$ cat src/rtl/el_pd_pkg.sv
package el_pd_pkg;

  typedef struct packed {
    logic lvl;
    logic rise;
    logic fall;
  } edge_ev_t;

  function automatic int cnt_w(input int max_val);
    return (max_val < 2) ? 1 : $clog2(max_val + 1);
  endfunction

endpackage

$ cat src/rtl/el_pd_edge_sync.sv
module el_pd_edge_sync #(
  parameter int STAGES = 2
) (
  input  logic                 clk_i,
  input  logic                 rst_ni,
  input  logic                 async_i,
  output el_pd_pkg::edge_ev_t  ev_o
);

  // pipe[STAGES-1] is the synchronized level, pipe[STAGES] its one-cycle delay
  logic [STAGES:0] pipe_q;

  always_ff @(posedge clk_i or negedge rst_ni) begin
    if (!rst_ni) pipe_q <= '0;
    else         pipe_q <= {pipe_q[STAGES-1:0], async_i};
  end

  assign ev_o.lvl  = pipe_q[STAGES-1];
  assign ev_o.rise = pipe_q[STAGES-1] & ~pipe_q[STAGES];
  assign ev_o.fall = ~pipe_q[STAGES-1] & pipe_q[STAGES];

endmodule

$ cat src/rtl/el_pd_interval.sv
module el_pd_interval #(
  parameter bit IS_LATE    = 1'b1,
  parameter int HALF_TICKS = 1000,
  parameter int CNT_W      = 10
) (
  input  logic             clk_i,
  input  logic             rst_ni,
  input  logic             lvl_i,
  input  logic             clr_i,
  input  logic             pulse_rise_i,
  input  logic             xfer_i,
  output logic             en_o,
  output logic [CNT_W-1:0] cnt_o
);

  localparam logic [CNT_W-1:0] CNT_MAX = CNT_W'(HALF_TICKS);

  logic arm, run, latch_q;

  generate
    if (IS_LATE) begin : g_late
      // counts from pulse to clock fall
      assign arm = lvl_i;
      assign run = latch_q;
    end else begin : g_early
      // counts from clock fall until pulse latches
      assign arm = ~lvl_i;
      assign run = ~lvl_i & ~latch_q;
    end
  endgenerate

  always_ff @(posedge clk_i or negedge rst_ni) begin
    if (!rst_ni)                  latch_q <= 1'b0;
    else if (pulse_rise_i && arm) latch_q <= 1'b1;
    else if (xfer_i)              latch_q <= 1'b0;
  end

  always_ff @(posedge clk_i or negedge rst_ni) begin
    if (!rst_ni)     en_o <= 1'b0;
    else if (xfer_i) en_o <= latch_q;
  end

  always_ff @(posedge clk_i or negedge rst_ni) begin
    if (!rst_ni)                       cnt_o <= '0;
    else if (clr_i)                    cnt_o <= '0;
    else if (run && cnt_o != CNT_MAX)  cnt_o <= cnt_o + CNT_W'(1);
  end

endmodule

$ cat src/rtl/el_phase_det.sv
module el_phase_det #(
  parameter int HALF_TICKS  = 1000,
  parameter int I_SHIFT     = 2,
  parameter int SYNC_STAGES = 2
) (
  input  logic                                          clk_i,
  input  logic                                          rst_ni,
  input  logic                                          lclk_i,
  input  logic                                          lclk2x_i,
  input  logic                                          pulse_i,
  output logic signed [el_pd_pkg::cnt_w(HALF_TICKS):0]  p_o,
  output logic signed [el_pd_pkg::cnt_w(HALF_TICKS):0]  i_o,
  output logic                                          valid_o,
  output logic                                          late_o
);

  localparam int CNT_W = el_pd_pkg::cnt_w(HALF_TICKS);
  localparam int P_W   = CNT_W + 1;
  localparam int N_IN  = 3;
  localparam int LCLK  = 0;
  localparam int XCLK  = 1;
  localparam int PULS  = 2;

  logic [N_IN-1:0]     raw;
  el_pd_pkg::edge_ev_t ev [N_IN];

  assign raw = {pulse_i, lclk2x_i, lclk_i};

  // equal latency on every input keeps edge order intact
  generate
    for (genvar g = 0; g < N_IN; g++) begin : g_sync
      el_pd_edge_sync #(.STAGES(SYNC_STAGES)) u_sync (
        .clk_i   (clk_i),
        .rst_ni  (rst_ni),
        .async_i (raw[g]),
        .ev_o    (ev[g])
      );
    end
  endgenerate

  logic             unused_ev;
  assign unused_ev = ^{ev[XCLK].lvl, ev[XCLK].rise, ev[PULS].lvl, ev[PULS].fall};

  logic [1:0]       en;
  logic [CNT_W-1:0] cnt [2];

  // path 0: late, path 1: early
  generate
    for (genvar g = 0; g < 2; g++) begin : g_path
      el_pd_interval #(
        .IS_LATE    (g == 0),
        .HALF_TICKS (HALF_TICKS),
        .CNT_W      (CNT_W)
      ) u_path (
        .clk_i        (clk_i),
        .rst_ni       (rst_ni),
        .lvl_i        (ev[LCLK].lvl),
        .clr_i        ((g == 0) ? ev[LCLK].rise : ev[LCLK].fall),
        .pulse_rise_i (ev[PULS].rise),
        .xfer_i       (ev[XCLK].fall),
        .en_o         (en[g]),
        .cnt_o        (cnt[g])
      );
    end
  endgenerate

  logic [CNT_W-1:0] mag, mag_sh;
  logic [P_W-1:0]   p_pos, i_pos;

  always_comb begin
    if (en[0])      mag = cnt[0];
    else if (en[1]) mag = cnt[1];
    else            mag = '0;
    mag_sh = mag >> I_SHIFT;
    p_pos  = {1'b0, mag};
    i_pos  = {1'b0, mag_sh};
    p_o    = en[1] ? -$signed(p_pos) : $signed(p_pos);
    i_o    = en[1] ? -$signed(i_pos) : $signed(i_pos);
  end

  assign valid_o = |en;
  assign late_o  = en[0];

endmodule

$ cat config.mk
export PLATFORM = sky130hd
export DESIGN_NAME = el_phase_det
export DESIGN_NICKNAME = d
export VERILOG_FILES = /design/src/rtl/el_pd_pkg.sv /design/src/rtl/el_pd_edge_sync.sv /design/src/rtl/el_pd_interval.sv /design/src/rtl/el_phase_det.sv
export SDC_FILE = /design/constraint.sdc
export NUM_CORES = 1
export LEC_CHECK = 0
export BUFFER_PORTS_ARGS = -buffer_cell sky130_fd_sc_hd__buf_4
export CAP_MARGIN = 25
export CORE_MARGIN = 5
export CORE_UTILIZATION = 35
export CTS_CLUSTER_SIZE = 16
export DETAILED_ROUTE_END_ITERATION = 8
export PLACE_DENSITY = 0.63
export REMOVE_ABC_BUFFERS = 1
export SLEW_MARGIN = 20
export SYNTH_ARGS = -nofsm -noshare
export SYNTH_HDL_FRONTEND = slang
export SYNTH_SLANG_ARGS = --single-unit
$ cat constraint.sdc
create_clock -name clk_i -period 2.3 [get_ports clk_i]
set_input_delay 0.345 -clock clk_i [delete_from_list [all_inputs] [get_ports clk_i]]
set_output_delay 0.345 -clock clk_i [all_outputs]
set_load 0.01 [all_outputs]
==> results.md, run 1 <==
- Status: finished, violations left
- Failing checks: hold timing, setup timing
- Post-synth cell types: 42
- Clk_lat worst skew: 0.29 ns
- Req. time, crit path: roughly 2 ns
- Reg-to-reg slack, setup: between 0.4 and 0.5 ns
- Length in cells of the worst reg-to-reg path: 7
- Sum Neg Setup Slack: -0.319 ns
- Max Buffers Root-to-Sink: 2
- Clock Tree Root: clkbuf_8
- Final Hold Viols: 24
- Startpoint types: flip-flop
- Layout cells sized above 1: about 29%
- I/O pins: 29
- Ys flop type: dfrtp_1
- Slew headroom: approximately 45%
- Worst R2R Start: g_path[0].u_path.cnt_o[0]
- Final #Nets: just over 300
- Average cell area after synthesis: 8.61 sq um
- Largest vdd supply drop: about 0.44 mV
- CP Data Arrival Time: 2.03 ns
- Via count: approximately 1,900
- Total grt overflow: 0
- Area grow syn2layout: 29.1%
- WL final: ~5200 um
- Reg clk slew, reported paths: roughly 0.080 ns
- Routed len/inst: 14.2 um
- Vias per cell: 5.04
- Met3 layer usage reported by global route: 4.47%
- Drt pass-1 iters: 4
- Clock Skew: ~0.014 ns
- # clock sinks: 33
- Synth Register Bits: 33
- Port bufs: 28
- GR Util met1: between 15 and 20%
- Met2 usage: a little under a quarter
- CTS tree: done
- Fin. max-slew vios: 0
- Post-Syn Area: between 2000 and 2500 sq um
- Asr flop ratio synth: 100%
- PD cells: 703 nW/um^2
- Crit path from: g_path[0].u_path.en_o
- Total GRT Usage: between 10 and 15%
- CP Class: reg2out
- Std-Cell Core Area: 5960 sq um
- Min-delay worst type: in2async
- Antenna violations before repair: 0
- Filler instances: between 500 and 600
- Vias in the first global route: 1,778
- CP endpoint kind: primary output
- Placed cells: between 300 and 400
- Most frequent cells in the layout: buf_4, dfrtp_1, nand2_1
- Gpl congestion: 0.814
- Initial Util: a little over a third
- Commonest non-fill, non-tap cell in the layout: buf_4
- CTS H-tree depth: 2
- Leakage: between 0.001 and 0.0015 uW
- Rows: 28
- First-pass GRT wire length: 8600 um
- Maxcap violations: 0
- DIE AREA: slightly below 8000 sq um
- Post-Layout Cell Count: 370
- Final WS setup: -0.0793 ns
- Die H: 88.3 um
- GRT Max-Usage Layer: met2
- Seq/Total Area, Yosys: between 30% and 40%
- Crit-path max FO: 6
- Final setup fails: 12
- Total CTS buffers: 5
- Final period utilization: 103%
- RR Endpoint: g_path[0].u_path.cnt_o[1]
- Min Hold Slack: -0.0114 ns
- RSZ-0062 raised after global routing: true
- Remaining antenna violation count after routing: 0
- Yosys warns: 0
- Max Clock Freq: 420 MHz
- DR iter-0 viols: between 100 and 150
- Remaining DRCs: 0
- Slew @ Worst Pin: 0.817 ns
- Cells after synthesis: about 250
- Post-synth EDFFs: 0
- Power after layout: 1950 uW
- # diodes: 0
- Post-DP HPWL: around 3800 um
- Die X-Extent: approximately 90 um
- Largest net degree at the start of global routing: 34
- Tmin final: 2.38 ns
## metrics by stage
step / hold WS (ns) / util [%] / cell area (sq um) / worst slack [ns]
after CTS: 0.00512 / 45.6 / 2710 / -0.0784
final: -0.0114 / 46.5 / 2770 / -0.0793
after detailed placement: 0.321 / 42.5 / 2530 / 0.0778
after floorplan: 0.0494 / - / 2070 / -0.290
after global routing: 0.0170 / 46.5 / 2770 / -0.183
after global placement: 0.320 / 42.5 / 2530 / 0.131
## kinds of logic (layout without fill, tap and decap cells)
kind of cell | count (synthesis) | after routing | share of synthesized area, %
buffers and inverters | 25 | 71 | 5.02
muxes | 3 | 3 | 1.46
xor gates and xnor gates | 35 | 35 | 14.3
DFF | 33 | 33 | 38.5
and+or+nand+nor | 99 | 99 | 21.4
AOI/OAI and AO/OA | 49 | 49 | 16.4
adders and majority gates | 5 | 5 | 2.92
## registers in the layout, summed over array words and instances, names as in the netlist
signal and cells:
g_path.u_path.latch_q 2, g_path.u_path.cnt_o 20, g_sync.u_sync.pipe_q 9, g_path.u_path.en_o 2
## routing by layer
metal  part of all wire, %  wire length [um]
met1                    44              2330
met2                    47              2490
met3                   6.3               330
met4                   1.9                98
met5                     0                 0
## layout make-up
cell class / instances / area, sq um / share of cell area, %
clock inverter: 3 / 17.5 / 0.633
tap: 75 / 93.8 / 3.39
sequential: 33 / 826 / 29.8
inverter: 10 / 37.5 / 1.36
clock buffer: 5 / 68.8 / 2.49
multi-input combinational: 191 / 1300 / 46.9
timing repair buffer: 53 / 428 / 15.5
## worst max-delay path, cell delays in order (launching register included)
cell and delay (ns):
dfrtp_1 0.38, buf_6 0.13, nand3b_1 0.17, o2111ai_4 0.14, or2_4 0.32, buf_6 0.13
xor2_1 0.13, a22o_1 0.22, buf_6 0.12
## repair_timing
| action | CTS | global route |
|---|---|---|
| pin swaps | 15 | 7 |
| setup buffers | 3 | 2 |
| endpoints found under the setup margin | 18 | 17 |
| hold buffers | 0 | 0 |
| gates cloned | 0 | 0 |
| resized for setup | 31 | 10 |
## how the worst max path moves through the flow
| stage | endpoint | slack [ns] | depth (start not counted) |
|---|---|---|---|
| 2_1_floorplan | p_o[9] | -0.29 | 5 |
| 3_3_place_gp | p_o[9] | 0.13 | 7 |
| 3_5_place_dp | p_o[9] | 0.08 | 7 |
| 4_1_cts | i_o[5] | -0.08 | 8 |
| 5_1_grt | i_o[5] | -0.18 | 8 |
| 6_report | i_o[5] | -0.08 | 8 |
## synth_stat cells, types with 2 or more instances
cell	instances	area [sq um]
a21oi_1	5	25.0
a22o_1	8	70.1
and2_1	2	12.5
buf_1	3	11.3
buf_2	2	10.0
clkbuf_1	8	30.0
dfrtp_1	33	826
ha_1	5	62.6
inv_1	10	37.5
mux2i_1	2	20.0
nand2_1	33	124
nand2b_1	3	18.8
nand3_1	7	35.0
nand3b_1	2	15.0
nand4_1	5	31.3
nor2_1	29	109
nor2b_1	3	18.8
nor3_1	5	25.0
o21ai_0	21	105
o21ai_1	3	15.0
o31a_1	3	26.3
o31ai_1	2	15.0
or2_2	2	12.5
or3_1	2	12.5
xnor2_1	20	175
xor2_1	15	131
## power by group
part	internal, uW	leakage, uW	switching, uW
clock network	209	0.0000439	224
registers	636	0.000430	70.1
logic	382	0.000764	426
No activity file was read; power rests on OpenSTA's default activity.
==> inputs of run 2 (changes only) <==
--- a/config.mk
+++ b/config.mk
@@ -8,4 +8,5 @@
 export BUFFER_PORTS_ARGS = -buffer_cell sky130_fd_sc_hd__buf_4
 export CAP_MARGIN = 25
+export CORE_ASPECT_RATIO = 0.9
 export CORE_MARGIN = 5
 export CORE_UTILIZATION = 35
==> constraint.sdc (replaced) <==
create_clock -name clk_i -period 2.3 [get_ports clk_i]
set_input_delay 0.345 -clock clk_i [delete_from_list [all_inputs] [get_ports clk_i]]
set_output_delay 0.345 -clock clk_i [all_outputs]
set_load 0.02 [all_outputs]
==> run 2 against run 1 <==
The run still ends with hold timing, setup timing left. Clock power fell by 3%. Global-route usage increased by 0.17 points. Maximum frequency grew 1.7%. Worst hold slack better by 0.0065 ns. Worst setup slack better by 0.040 ns. Clock skew decreased by 0.010 ns. Sequential share of layout area decreased by 0.42 points. Largest cell class unchanged.
==> results.md, run 2 (synthesis gave the netlist of run 1 again) <==
- Tmin final: 2.34 ns
- Initial Util: between 30% and 40%
- Top delay family on crit path: simple AND/OR/NAND/NOR gates
- Final #Nets: a little over 300
- Internal power: 1270 uW
- Failing checks: hold timing, setup timing
- Final setup fails: 6
- Crit-path max FO: 7
- WL final: approximately 5300 um
- Fin. max-slew vios: 0
- CTS H-tree depth: 2
- # clock sinks: 33
- Power share of the combinational group: 44.9%
- Buf/Inv on CP: 1
- Die H: roughly 84 um
- I/O pins: 29
- Total GRT Usage: between 10 and 15%
- Post-DP HPWL: between 3000 and 4000 um
- Port bufs: 28
- CP Class: reg2out
- Total CTS buffers: 5
- Filler instances: 584
- Largest net degree at the start of global routing: 34
- Via count: ~1,900
- Most frequent cells in the layout: buf_4, nand2_1, dfrtp_1
- DIE AREA: approximately 7800 sq um
- Most flop-heavy register: g_path.u_path.cnt_o
- Max Buffers Root-to-Sink: 2
- Min Hold Slack: -0.00486 ns
- Switching part of the total power: approximately 38%
- Maxcap violations: 0
- CP endpoint kind: primary output
- Routed len/inst: roughly 14 um
- Status: finished, violations left
- Std-Cell Core Area: a little over 6000 sq um
- Gpl congestion: around 0.80
- Pre-CTS WS: roughly 0.0044 ns
- Slowest Stage Delay on Critical Path: 0.44 ns
- Max reg flops: 20
- Commonest non-fill, non-tap cell in the layout: buf_4
- Layout cells sized above 1: 29.6%
- Hold_buf cts: 0
- Sum Neg Setup Slack: -0.115 ns
- Req. time, crit path: between 1.5 and 2 ns
- PD cells: just over 700 nW/um^2
- Slew @ Worst Pin: between 0.7 and 0.8 ns
- Leakage: 0.00125 uW
- Total grt overflow: 0
- Max Clock Freq: 427 MHz
- Largest vdd supply drop: between 0.5 and 0.6 mV
- Seq pwr share: roughly a third
- Clk_lat worst skew: between 0.2 and 0.3 ns
- Vias per cell: slightly above 5
- Net Sw Power: ~770 uW
- Remaining DRCs: 0
- Min-delay worst type: in2async
- # diodes: 0
- CTS tree: done
- First-pass GRT wire length: between 9000 and 10,000 um
- Antenna violations before repair: 0
- Core Util, Final: a little under half
- Cells along the critical path: or2b_4 -> o2111ai_4 -> or2_4 -> o41ai_4 -> xnor2_1 -> buf_4
- Startpoint types: flip-flop
- Remaining antenna violation count after routing: 0
- Final Hold Viols: 10
- Final period utilization: 102%
- Final WS setup: -0.0398 ns
- CP Data Arrival Time: approximately 2.0 ns
- Vias in the first global route: around 1,900
- Reg clk slew, reported paths: 0.07 ns
- Drt pass-1 iters: 4
- Slowest cell on the critical path: dfrtp_2
- Clock Tree Root: clkbuf_8
- Largest regs: g_path.u_path.cnt_o x20, g_sync.u_sync.pipe_q x9
- Die X-Extent: 92.5 um
- RSZ-0062 raised after global routing: true
- DR iter-0 viols: between 70 and 80
- Area grow syn2layout: 31.2%
- Slew headroom: between 40 and 50%
- Clock share of power: 20.5%
- Rows: 27
- Clock Skew: 0.00407 ns
- Power after layout: just over 2000 uW
[run 2: cell count changes in the layout (fill, tap and decap cells not counted), sizes merged]
cell      before  now
buf           53   59
clkbuf         5    6
clkinvlp       1    0
[run 2: final cells by class]
| type | count | area, sq um | share of cell area (%) |
|---|---|---|---|
| tap | 72 | 90.1 | 3.20 |
| timing repair buffer | 59 | 492 | 17.5 |
| clock inverter | 2 | 10.0 | 0.356 |
| inverter | 10 | 40.0 | 1.42 |
| clock buffer | 6 | 72.6 | 2.58 |
| sequential | 33 | 827 | 29.4 |
| multi-input combinational | 191 | 1280 | 45.6 |
[run 2: path summary, 6_finish.rpt]
| path | from | endpoint | slack (ns) | cells after the start |
|---|---|---|---|---|
| worst max-delay path | g_path[1].u_path.en_o | p_o[9] | -0.04 | 6 |
| worst min-delay path | rst_ni | g_sync[0].u_sync.pipe_q[1] | -0.005 | 1 |
| worst max register to register | g_path[0].u_path.cnt_o[0] | g_path[0].u_path.cnt_o[6] | 0.48 | 7 |
| worst min register to register | g_sync[1].u_sync.pipe_q[0] | g_sync[1].u_sync.pipe_q[1] | 0.35 | 0 |
| max in group asynchronous | rst_ni | g_path[1].u_path.en_o | 1.99 | 1 |
| min in group clk_i | pulse_i | g_sync[2].u_sync.pipe_q[0] | 0.16 | 1 |
[run 2: metrics by stage]
| stage | cells | area [sq um] | hold slack, ns |
|---|---|---|---|
| 2_1_floorplan | 234 | 2070 | 0.0494 |
| 3_3_place_gp | 359 | 2560 | 0.316 |
| 3_5_place_dp | 359 | 2560 | 0.315 |
| 4_1_cts | 372 | 2740 | 0.00731 |
| 5_1_grt | 373 | 2810 | 0.0245 |
| 6_report | 373 | 2810 | -0.00486 |
[run 2: repair_timing]
item | 4_1_cts | 5_1_grt
endpoints found under the setup margin | 19 | 18
setup buffers | 5 | 1
resized for setup | 25 | 19
pin swaps | 7 | 8
gates cloned | 0 | 0
[run 2: metal layers]
layer	up-vias	global-route usage, %	wire, um
li1	944	-	-
met5	-	0	0
met2	47	22.6	2420
met1	889	20.0	2520
met3	4	3.41	279
met4	0	4.45	47
[run 2: power by group through the flow]
stage | logic, uW | clock network (uW) | registers, uW
detailed placement | 789 | 0 | 715
floorplan | 444 | 0 | 733
CTS | 868 | 430 | 703
global placement | 766 | 0 | 713
global route | 1010 | 457 | 715
finish | 915 | 419 | 705
==> inputs of run 3 (changes only) <==
Settings changed: ABC_AREA set to 1, PLACE_DENSITY 0.63 to 0.62.
==> run 3 against run 2 <==
The flow finishes with violations (hold timing). Worst hold slack worse by 0.013 ns. First-iteration DRC count grew 55%. Non-clock buffer count shrank 18. Clock power rose by 62%. Highest routed layer unchanged. Critical endpoint is now p_o[10]. Die area is 15% higher. Utilization shrank 2.5 points. Design area increased by 10%. Sequential share of layout area fell by 2.7 points.
==> results.md, run 3 <==
- Status: finished, violations left
- Failing checks: hold timing
- Clock Skew: roughly 0.0047 ns
- Largest family of logic cells by synthesized area: simple AND/OR/NAND/NOR gates
- CP Data Arrival Time: between 1.5 and 2 ns
- CP endpoint kind: primary output
- Post-synth EDFFs: 0
- Post-Syn Area: approximately 2500 sq um
- WL final: 5650 um
- Clock Tree Root: clkbuf_8
- Remaining DRCs: 0
- Via count: 2,154
- Port bufs: 28
- Gpl congestion: 0.869
- Mux cell area share after synthesis: 0%
- Highest Signal Layer: met4
- Post-DP HPWL: roughly 4200 um
- Final WS setup: 0.0324 ns
- First-pass GRT wire length: a little under 10,000 um
- Setup crit end: p_o[10]
- Commonest non-fill, non-tap cell in the layout: nand2_1
- DIE AREA: between 8000 and 9000 sq um
- Initial Util: 35.7%
- Adder-cell area share of the yosys netlist: about 2.5%
- Leakage: roughly 0.0015 uW
- Max Clock Freq: 441 MHz
- Min-delay worst type: in2async
- Asr flop ratio synth: 100%
- # diodes: 0
- RSZ-0062 raised after global routing: true
- Slew headroom: a little under three quarters
- Drt pass-1 iters: 4
- Largest regs: g_path.u_path.cnt_o x20, g_sync.u_sync.pipe_q x9
- Post-synth cell types: 40
- Total GRT Usage: around an eighth
- Most flop-heavy register: g_path.u_path.cnt_o
- Length in cells of the worst reg-to-reg path: 10
- Largest net degree at the start of global routing: 34
- Count leader, synth: nand2_1
- Cells after synthesis: about 320
- Final period utilization: 98.6%
- Max Buffers Root-to-Sink: 2
- Req. time, crit path: between 1.5 and 2 ns
- Hold_buf cts: 0
- Routed len/inst: about 12 um
- Cell taking the most area after synthesis: dfrtp_1
- Vias per cell: approximately 4.7
- Top cells by area, synth: dfrtp_1, nand2_1, nand2_4
- Maxcap violations: 0
- Seq/Total Area, Yosys: ~33%
- Reg-to-reg slack, setup: around 0.63 ns
- Min Hold Slack: -0.0176 ns
- Crit-path max FO: 8
- # clock sinks: 33
- Max reg flops: 20
- Final setup fails: 0
- Reg clk slew, reported paths: 0.08 ns
- Most frequent cells in the layout: nand2_1, buf_4, dfrtp_1
- Yosys warns: 0
- Routed met2 length: ~2500 um
- I/O pins: 29
- Die H: roughly 90 um
- Crit path from: g_path[0].u_path.en_o
- Std-Cell Core Area: 7040 sq um
- Remaining antenna violation count after routing: 0
- Slew @ Worst Pin: between 0.4 and 0.5 ns
- Final Hold Viols: 33
- Fin. max-slew vios: 0
- CP Class: reg2out
- RR Endpoint: g_path[0].u_path.cnt_o[3]
- PD cells: about 690 nW/um^2
- Total grt overflow: 0
- Simple-Gate Fraction of Synth Area: between 40% and 50%
- Total CTS buffers: 5
- Most frequent cells after synthesis: nand2_1, dfrtp_1, nand3_1
- Antenna violations before repair: 0
- CTS H-tree depth: 2
- Post-synth top area share: roughly 33%
- Core Util, Final: roughly 44%
- Power after layout: around 2100 uW
- Met3 WL: 251 um
- Rows: 29
- XOR/XNOR Fraction of Synth Area: 6.87%
- Layout cells sized above 1: a little under a third
- Clk_lat worst skew: approximately 0.29 ns
- Post-synthesis compound-gate area fraction: around 8.1%
- Largest vdd supply drop: between 0.3 and 0.4 mV
- M1 wire length: 2800 um
- Ys flop type: dfrtp_1
- Pre-CTS WS: approximately 0.093 ns
- Vias in the first global route: between 1,500 and 2,000
- Tmin final: about 2.3 ns
- CTS tree: done
- DR iter-0 viols: 118
- Area grow syn2layout: 23.2%
- Die X-Extent: just under 100 um
- Final #Nets: roughly 370
- Worst R2R Start: g_path[0].u_path.cnt_o[0]
- Startpoint types: flip-flop
- Average cell area after synthesis: roughly 7.8 sq um
- Synth Register Bits: 33
[run 3: worst min-delay path by stage]
| stage | startpoint | endpoint | slack (ns) | cells after the start |
|---|---|---|---|---|
| finish | rst_ni | g_path[0].u_path.cnt_o[8] | -0.02 | 1 |
| global route | rst_ni | g_path[0].u_path.cnt_o[6] | 0.02 | 1 |
| CTS | rst_ni | g_path[0].u_path.cnt_o[8] | 0.0003 | 1 |
| detailed placement | rst_ni | g_path[0].u_path.cnt_o[8] | 0.32 | 1 |
| global placement | rst_ni | g_path[0].u_path.cnt_o[8] | 0.31 | 1 |
| floorplan | rst_ni | g_path[0].u_path.cnt_o[0] | 0.05 | 0 |
[run 3: cells by family (layout without fill, tap and decap cells)]
family                   Yosys count  count (layout)
AND/OR/NAND/NOR                  190             190
buffers and inverters             43              84
AO/OA/AOI/OAI                     34              34
flip-flops                        33              33
XOR/XNOR                          18              18
adder cells (fa/ha/maj)            5               5
[run 3: metal layers]
metal / up-vias / GRT usage [%]
met5: - / 0
met4: 0 / 2.73
met3: 8 / 2.63
met2: 39 / 20.2
met1: 999 / 18.3
li1: 1108 / -
[run 3: report_power, final]
part           leakage, uW  switching (uW)  total (uW)  internal, uW
combinational      0.00105             469         760           291
sequential        0.000427            63.2         688           624
clock            0.0000687             241         678           436
total              0.00155             774        2130          1350
[run 3: cell type report]
cell class / instances / area, sq um
clock inverter: 3 / 68.8
timing repair buffer: 41 / 338
fill: 700 / 3940
tap: 93 / 116
clock buffer: 5 / 68.8
sequential: 33 / 828
inverter: 35 / 145
multi-input combinational: 247 / 1530
[run 3: worst max-delay path: stages (launching register included)]
cell and delay [ns]:
dfrtp_2 0.50, inv_8 0.10, nand2_1 0.06, nand2_2 0.08, nand2_4 0.07, ha_4 0.17
or2_4 0.26, buf_4 0.14, o21ai_1 0.08, buf_4 0.16
[run 3: stage by stage]
stage	setup TNS, ns	std cells	hold WS [ns]	instance area (sq um)
floorplan	-0.539	315	0.0494	2440
global placement	0	441	0.314	2810
detailed placement	0	441	0.317	2810
CTS	0	451	0.000299	2980
global route	-0.510	457	0.0185	3100
finish	0	457	-0.0176	3100
[run 3: repair_timing]
action	CTS	global route
resized for setup	7	19
pin swaps	3	13
setup endpoints to repair	18	17
gates cloned	0	0
setup buffers	3	6
